[src/rtl/srx_pkg.sv]
package srx_pkg;
  localparam int DATA_W  = 8;
  localparam int MAX_DIV = 64;
  localparam int CNT_W   = $clog2(MAX_DIV);
  localparam int IDX_W   = $clog2(DATA_W);

  typedef enum logic [2:0] {
    ST_IDLE, ST_START, ST_DATA, ST_PAR, ST_STOP1, ST_STOP2, ST_WAIT_HI
  } rx_state_e;

  // last count of a bit period for a factor code
  function automatic logic [CNT_W-1:0] last_cnt(input logic [1:0] code);
    case (code)
      2'd0:    return '0;
      2'd1:    return CNT_W'(15);
      default: return CNT_W'(MAX_DIV - 1);
    endcase
  endfunction

  // mid-bit count within the start bit
  function automatic logic [CNT_W-1:0] mid_cnt(input logic [1:0] code);
    return CNT_W'((int'(last_cnt(code)) + 1) / 2 - 1);
  endfunction
endpackage

[src/rtl/srx_line_sync.sv]
module srx_line_sync #(
  parameter int STAGES = 2
) (
  input  logic clk_i,
  input  logic rst_ni,
  input  logic d_i,
  output logic q_o
);
  logic [STAGES-1:0] sr_q;

  always_ff @(posedge clk_i or negedge rst_ni) begin
    if (!rst_ni) sr_q <= '1;
    else         sr_q <= {sr_q[STAGES-2:0], d_i};
  end

  assign q_o = sr_q[STAGES-1];
endmodule

[src/rtl/srx_frame_fsm.sv]
module srx_frame_fsm
  import srx_pkg::*;
(
  input  logic              clk_i,
  input  logic              rst_ni,
  input  logic              line_i,
  input  logic [1:0]        cfg_len_i,
  input  logic [1:0]        cfg_par_i,
  input  logic              cfg_stop2_i,
  input  logic [1:0]        cfg_baud_i,
  output logic              done_o,
  output logic [DATA_W-1:0] char_o,
  output logic              perr_o,
  output logic              ferr_o,
  output logic              brk_o
);
  rx_state_e         st_q;
  logic [CNT_W-1:0]  cnt_q;
  logic [IDX_W-1:0]  idx_q;
  logic [DATA_W-1:0] sh_q;
  logic              par_q, zero_q, ferr_q;

  logic [CNT_W-1:0] tgt;
  logic             tick, x1;
  logic [IDX_W-1:0] last_idx;
  logic             fe_n, zero_n, pe_n;

  assign x1       = (cfg_baud_i == 2'd0);
  assign tgt      = (st_q == ST_START) ? mid_cnt(cfg_baud_i) : last_cnt(cfg_baud_i);
  assign tick     = (cnt_q == tgt);
  assign last_idx = IDX_W'(cfg_len_i) + IDX_W'(4);
  assign fe_n     = ferr_q | ~line_i;
  assign zero_n   = zero_q & ~line_i;
  // accumulated xor over data+parity: odd wants 1, even wants 0
  assign pe_n     = cfg_par_i[0] & (par_q ^ ~cfg_par_i[1]);

  always_ff @(posedge clk_i or negedge rst_ni) begin
    if (!rst_ni) begin
      st_q   <= ST_IDLE;
      cnt_q  <= '0;
      idx_q  <= '0;
      sh_q   <= '0;
      par_q  <= 1'b0;
      zero_q <= 1'b1;
      ferr_q <= 1'b0;
      done_o <= 1'b0;
      char_o <= '0;
      perr_o <= 1'b0;
      ferr_o <= 1'b0;
      brk_o  <= 1'b0;
    end else begin
      done_o <= 1'b0;
      case (st_q)
        ST_IDLE: if (!line_i) begin
          cnt_q  <= '0;
          idx_q  <= '0;
          sh_q   <= '0;
          par_q  <= 1'b0;
          zero_q <= 1'b1;
          ferr_q <= 1'b0;
          st_q   <= x1 ? ST_DATA : ST_START;
        end
        ST_START: begin
          cnt_q <= tick ? '0 : cnt_q + 1'b1;
          if (tick) st_q <= line_i ? ST_IDLE : ST_DATA;  // false start rejected
        end
        ST_DATA: begin
          cnt_q <= tick ? '0 : cnt_q + 1'b1;
          if (tick) begin
            sh_q[idx_q] <= line_i;
            par_q       <= par_q ^ line_i;
            zero_q      <= zero_n;
            if (idx_q == last_idx) st_q <= cfg_par_i[0] ? ST_PAR : ST_STOP1;
            else                   idx_q <= idx_q + 1'b1;
          end
        end
        ST_PAR: begin
          cnt_q <= tick ? '0 : cnt_q + 1'b1;
          if (tick) begin
            par_q  <= par_q ^ line_i;
            zero_q <= zero_n;
            st_q   <= ST_STOP1;
          end
        end
        ST_STOP1, ST_STOP2: begin
          cnt_q <= tick ? '0 : cnt_q + 1'b1;
          if (tick) begin
            ferr_q <= fe_n;
            zero_q <= zero_n;
            if (st_q == ST_STOP1 && cfg_stop2_i) begin
              st_q <= ST_STOP2;
            end else begin
              done_o <= 1'b1;
              char_o <= sh_q;
              perr_o <= pe_n;
              ferr_o <= fe_n;
              brk_o  <= zero_n;
              st_q   <= fe_n ? ST_WAIT_HI : ST_IDLE;
            end
          end
        end
        ST_WAIT_HI: if (line_i) st_q <= ST_IDLE;
        default: st_q <= ST_IDLE;
      endcase
    end
  end
endmodule

[src/rtl/srx_status.sv]
module srx_status
  import srx_pkg::*;
(
  input  logic              clk_i,
  input  logic              rst_ni,
  input  logic              line_i,
  input  logic              done_i,
  input  logic [DATA_W-1:0] char_i,
  input  logic              perr_i,
  input  logic              ferr_i,
  input  logic              brk_i,
  input  logic              rd_i,
  input  logic              err_clr_i,
  output logic [DATA_W-1:0] data_o,
  output logic              rdy_o,
  output logic              par_err_o,
  output logic              ovr_err_o,
  output logic              frm_err_o,
  output logic              brk_o
);
  always_ff @(posedge clk_i or negedge rst_ni) begin
    if (!rst_ni) begin
      data_o    <= '0;
      rdy_o     <= 1'b0;
      par_err_o <= 1'b0;
      ovr_err_o <= 1'b0;
      frm_err_o <= 1'b0;
      brk_o     <= 1'b0;
    end else begin
      if (err_clr_i) begin
        par_err_o <= 1'b0;
        ovr_err_o <= 1'b0;
        frm_err_o <= 1'b0;
      end
      if (rd_i) rdy_o <= 1'b0;
      if (line_i) brk_o <= 1'b0;
      // a new frame wins over read and clear in the same cycle
      if (done_i) begin
        data_o <= char_i;
        rdy_o  <= 1'b1;
        if (rdy_o && !rd_i) ovr_err_o <= 1'b1;
        if (perr_i) par_err_o <= 1'b1;
        if (ferr_i) frm_err_o <= 1'b1;
        if (brk_i)  brk_o     <= 1'b1;
      end
    end
  end
endmodule

[src/rtl/serial_rx_core.sv]
module serial_rx_core
  import srx_pkg::*;
(
  input  logic              clk_i,
  input  logic              rst_ni,
  input  logic              rxd_i,
  input  logic [1:0]        cfg_len_i,
  input  logic [1:0]        cfg_par_i,
  input  logic              cfg_stop2_i,
  input  logic [1:0]        cfg_baud_i,
  input  logic              rd_i,
  input  logic              err_clr_i,
  output logic [DATA_W-1:0] data_o,
  output logic              rdy_o,
  output logic              par_err_o,
  output logic              ovr_err_o,
  output logic              frm_err_o,
  output logic              brk_o
);
  logic              line_s;
  logic              frm_done, frm_perr, frm_ferr, frm_brk;
  logic [DATA_W-1:0] frm_char;

  srx_line_sync #(.STAGES(2)) u_sync (
    .clk_i (clk_i),
    .rst_ni(rst_ni),
    .d_i   (rxd_i),
    .q_o   (line_s)
  );

  srx_frame_fsm u_fsm (
    .clk_i      (clk_i),
    .rst_ni     (rst_ni),
    .line_i     (line_s),
    .cfg_len_i  (cfg_len_i),
    .cfg_par_i  (cfg_par_i),
    .cfg_stop2_i(cfg_stop2_i),
    .cfg_baud_i (cfg_baud_i),
    .done_o     (frm_done),
    .char_o     (frm_char),
    .perr_o     (frm_perr),
    .ferr_o     (frm_ferr),
    .brk_o      (frm_brk)
  );

  srx_status u_stat (
    .clk_i    (clk_i),
    .rst_ni   (rst_ni),
    .line_i   (line_s),
    .done_i   (frm_done),
    .char_i   (frm_char),
    .perr_i   (frm_perr),
    .ferr_i   (frm_ferr),
    .brk_i    (frm_brk),
    .rd_i     (rd_i),
    .err_clr_i(err_clr_i),
    .data_o   (data_o),
    .rdy_o    (rdy_o),
    .par_err_o(par_err_o),
    .ovr_err_o(ovr_err_o),
    .frm_err_o(frm_err_o),
    .brk_o    (brk_o)
  );
endmodule

[config.mk]
export PLATFORM = sky130hd
export DESIGN_NAME = serial_rx_core
export DESIGN_NICKNAME = d
export VERILOG_FILES = /design/src/rtl/srx_pkg.sv /design/src/rtl/srx_line_sync.sv /design/src/rtl/srx_frame_fsm.sv /design/src/rtl/srx_status.sv /design/src/rtl/serial_rx_core.sv
export SDC_FILE = /design/constraint.sdc
export NUM_CORES = 1
export LEC_CHECK = 0
export ABC_AREA = 1
export BUFFER_PORTS_ARGS = -buffer_cell sky130_fd_sc_hd__buf_2
export CORE_UTILIZATION = 55
export CTS_BUF_LIST = sky130_fd_sc_hd__clkbuf_4 sky130_fd_sc_hd__clkbuf_8
export DETAILED_ROUTE_END_ITERATION = 16
export GPL_TIMING_DRIVEN = 0
export PLACE_DENSITY = 0.73
export SLEW_MARGIN = 25
export SYNTH_ARGS = -nofsm -noshare
export SYNTH_HDL_FRONTEND = slang
export SYNTH_SLANG_ARGS = --single-unit
export TNS_END_PERCENT = 100
[constraint.sdc]
create_clock -name clk_i -period 3.3 [get_ports clk_i]
set_input_delay 0.66 -clock clk_i [delete_from_list [all_inputs] [get_ports clk_i]]
set_output_delay 0.66 -clock clk_i [all_outputs]
set_load 0.05 [all_outputs]
==> out/results.md <==
| Stage | Metric | This run |
|---|---|---|
| synth | Synthesized instance count | 332 |
| timing | Highest Clock Rate | 535.5 MHz |
| timing | Final hold violation count | 0 |
| clocking | Number of resized instances in the post-cts repair step | 0 |
| timing | Total count of max-transition violations in the final report | 0 |
| worst hold path | Worst min-delay path category | in -> async |
| setup path | Worst Path Max Fanout | 10 |
| synth | Leading cell types by count after synthesis | 102 x sky130_fd_sc_hd__nand2_1, 47 x sky130_fd_sc_hd__dfrtp_1, 38 x sky130_fd_sc_hd__nand3_1, 36 x sky130_fd_sc_hd__inv_1, 28 x sky130_fd_sc_hd__nor2_1 |
| clocking | CTS root buffer | sky130_fd_sc_hd__clkbuf_8 |
| clocking | Hold-fix buffers, CTS | 0 |
| placement | Gpl congestion | 0.9045 |
| route | Detail-routed net length per standard cell | 11.86 um |
| clocking | Later-pin clock latency in the skew report | 0.31 ns |
| clocking | Count of clock tree sinks | 50 |
| die | Die Outline Area | 5097 sq um |
| clocking | Post-CTS Repair Setup Buffers | 0 |
| die | Core area | 4504 sq um |
| power and ir drop | Power density relative to cell area | 662.1 nW/um^2 |
| job | Number of maximum-capacitance constraint violations | 0 |
| synth | Count of synthesis-stage warnings from yosys | 0 |
| layout | Area growth syn-to-layout | 11.48% |
| setup path | Capturing element type of the critical path | flop |
| clocking | H-tree levels | 2 |
| layout | Post-layout util | 65.56% |
| synth | Most used flip-flop cell after synthesis | sky130_fd_sc_hd__dfrtp_1 |
| route | Number of violations reported at the end of detailed-routing iteration 0 | 123 |
| synth | Top area cells in the synthesized netlist | sky130_fd_sc_hd__dfrtp_1 44%, sky130_fd_sc_hd__nand2_1 14%, sky130_fd_sc_hd__nand3_1 7.2%, sky130_fd_sc_hd__inv_1 5.1%, sky130_fd_sc_hd__nor2_1 4.0% |
| synth | Average size of a mapped cell | 7.978 sq um |
| timing | Worst Skew | 0.008118 ns |
| layout | Antenna diodes | 0 |
| setup path | Critical Path RT | 3.51 ns |
| synth | Synth cell types | 31 |
| route | Total wire length after detailed routing | 4.935 mm |
| placement | Post-detailed-placement half-perimeter wirelength | 3.504 mm |
| timing | Final setup violating endpoints | 0 |
| route | Vias after detailed routing | 2138 |
| clocking | Clock tree from TritonCTS | done |
| power and ir drop | Maximum vdd drop | 0.4516 mV |
| route | Mean number of vias per cell | 5.139 |
| grt | Wire length of the first global-routing pass | 8.631 mm |
| synth | Register bit count reported by yosys | 50 |
| synth | Most common cell in the synthesized netlist | sky130_fd_sc_hd__nand2_1 |
| grt | Initial antenna violation count | 0 |
| grt | Vias in the first global route | 1942 |
| die | Io pins | 25 |
| power and ir drop | Leak | 1.584 nW |
| setup path | Crit Path Category | in -> reg |
| timing | Min Clock Period, post-route | 1.867 ns |
| timing | Unrepaired setup endpoints after global routing | no |
| grt | Global Route Usage Sum | 21.65% |
| setup path | Crit path launch type | input pin |
| outcome | Result of the run | finished, violations left |
| timing | Final period utilization | 56.59% |
| route | Post-route antenna net violation count | 0 |
| route | Residual DRC | 4 |
| layout | Fraction of layout cells with a size suffix above 1 | 19.51% |
| synth | Cell area after synthesis | 2649 sq um |
| die | Starting density of the core | 58.81% |
| die | X dimension of the die | 71.40 um |
| synth | Area fraction of the dominant cell type after synthesis | 44.40% |
| synth | Total nets after synthesis | 346 |
| placement | PortBufs | 24 |
| layout | Number of nets in the layout | 377 |
| clocking | Clock tree buffer depth | 2 |
| timing | Least-Margin Pin Slew | 0.5988 ns |
| setup path | Data arrival time of the critical path | 2.08 ns |
| synth | Cell type with the highest aggregate area in the netlist | sky130_fd_sc_hd__dfrtp_1 |
| die | Std-Cell Rows | 24 |
| layout | Fill count | 412 |
| die | Vert. Die Dim | 71.40 um |
| grt | Sum of overflow across all layers after global routing | 0 |
| route | DRT Pass-1 Iters | 10 |
| outcome | Violations in the final reports | design-rule violations |
| synth | Proportion of register bits with asynchronous set or reset after synthesis | 100.0% |
| synth | Share of synthesized area occupied by flip-flops and latches | 47.38% |
| synth | Post-synth EDFFs | 0 |
| timing | Rel. slew slack | 60.08% |
| timing | Total negative slack | 0 ns |
| clocking | Clock-pin transition on the worst setup and hold timing paths | 0.10 ns |
| clocking | Number of buffers created by CTS | 5 |
| grt | Pin count of the biggest net entering global routing | 51 |
-- sequential cells by signal, summed over array words and instances (netlist names), 2 cells and up --
register	flops
u_stat.data_o	8
u_fsm.char_o	8
u_sync.sr_q	2
u_fsm.st_q	3
u_fsm.cnt_q	6
u_fsm.sh_q	8
u_fsm.idx_q	3
-- power by group --
group,internal [mW],switching [mW]
combinational,0.240,0.470
clock,0.230,0.217
sequential,0.702,0.0967
total,1.17,0.784
-- placed cells by master, fill, tap and decap left out, types with 2 or more instances in the layout --
cell,count
sky130_fd_sc_hd__nor2_1,28
sky130_fd_sc_hd__nor3_1,6
sky130_fd_sc_hd__ha_1,2
sky130_fd_sc_hd__o21ai_2,11
sky130_fd_sc_hd__o22ai_1,5
sky130_fd_sc_hd__nand2_4,4
sky130_fd_sc_hd__nand3_1,38
sky130_fd_sc_hd__nand2_1,102
sky130_fd_sc_hd__clkbuf_1,3
sky130_fd_sc_hd__dfstp_2,3
sky130_fd_sc_hd__a21oi_1,4
sky130_fd_sc_hd__buf_2,24
sky130_fd_sc_hd__buf_6,3
sky130_fd_sc_hd__clkbuf_8,5
sky130_fd_sc_hd__dfrtp_1,47
sky130_fd_sc_hd__o21ai_0,6
sky130_fd_sc_hd__inv_1,36
sky130_fd_sc_hd__xnor2_1,5
sky130_fd_sc_hd__nand2_2,12
sky130_fd_sc_hd__xor2_1,4
-- layer usage --
layer / vias to the layer above / GRT usage, % / part of all wire [%]
met4: 0 / 7.556 / 1.4
met3: 6 / 3.797 / 4.2
li1: 1110 / - / -
met2: 46 / 34.39 / 43
met5: - / 0 / 0
met1: 976 / 30.12 / 51
-- final timing paths --
path / from / slack (ns) / end / depth (start not counted)
setup / recovery: cfg_baud_i[1] / 1.43 / u_fsm.char_o[0]$_DFFE_PN0P_ / 14
hold / removal: rst_ni / 0.35 / u_fsm.st_q[0]$_DFFE_PN0P_ / 1
setup reg to reg: u_fsm.st_q[1]$_DFFE_PN0P_ / 1.47 / u_fsm.st_q[2]$_DFFE_PN0P_ / 12
max in group asynchronous: rst_ni / 2.55 / u_fsm.idx_q[2]$_DFFE_PN0P_ / 1
min in group clk_i: u_sync.sr_q[0]$_DFF_PN1_ / 0.36 / u_sync.sr_q[1]$_DFF_PN1_ / 0
hold reg to reg: u_sync.sr_q[0]$_DFF_PN1_ / 0.36 / u_sync.sr_q[1]$_DFF_PN1_ / 0
-- layout make-up --
| class | count | area, sq um | area share [%] |
|---|---|---|---|
| clock inverters | 3 | 47.55 | 1.610 |
| flip-flops and latches | 50 | 1255 | 42.50 |
| plain buffers | 7 | 50.05 | 1.695 |
| multi-input cells | 238 | 1205 | 40.81 |
| repair buffers | 24 | 122.6 | 4.153 |
| clock buffers | 5 | 68.82 | 2.331 |
| inverters | 37 | 138.9 | 4.703 |
| well taps | 52 | 65.06 | 2.203 |
-- critical path, cell delays in order --
cell	delay, ns
sky130_fd_sc_hd__buf_2	0.11
sky130_fd_sc_hd__inv_1	0.10
sky130_fd_sc_hd__nand2_1	0.10
sky130_fd_sc_hd__inv_1	0.15
sky130_fd_sc_hd__nand2_4	0.09
sky130_fd_sc_hd__nand2_1	0.09
sky130_fd_sc_hd__nand2_1	0.05
sky130_fd_sc_hd__nand2_1	0.06
sky130_fd_sc_hd__nand2_2	0.08
sky130_fd_sc_hd__nor2_8	0.20
sky130_fd_sc_hd__nand2_4	0.10
sky130_fd_sc_hd__buf_6	0.16
sky130_fd_sc_hd__nand2_2	0.07
sky130_fd_sc_hd__o21ai_2	0.05
-- cells by family (layout without fill, tap and decap cells) --
kind of cell / after synthesis / count (layout) / synth area share [%]
DFF: 50 / 50 / 47.38
adders and majority gates: 2 / 2 / 0.9446
AOI/OAI and AO/OA: 30 / 30 / 7.794
xor gates and xnor gates: 9 / 9 / 2.976
and+or+nand+nor: 197 / 197 / 33.77
buffers and inverters: 44 / 76 / 7.132
-- stage by stage --
step / setup slack (ns) / total power, mW / cells / hold WS, ns / instance area, sq um
floorplan: 1.412 / 1.355 / 332 / 0.3452 / 2649
global placement: 1.148 / 1.496 / 408 / 0.3500 / 2834
detailed placement: 1.114 / 1.512 / 408 / 0.3491 / 2836
CTS: 1.440 / 1.961 / 416 / 0.3628 / 2953
global route: 1.274 / 2.093 / 416 / 0.3637 / 2953
finish: 1.433 / 1.955 / 416 / 0.3486 / 2953
No activity file was read; power rests on OpenSTA's default activity.
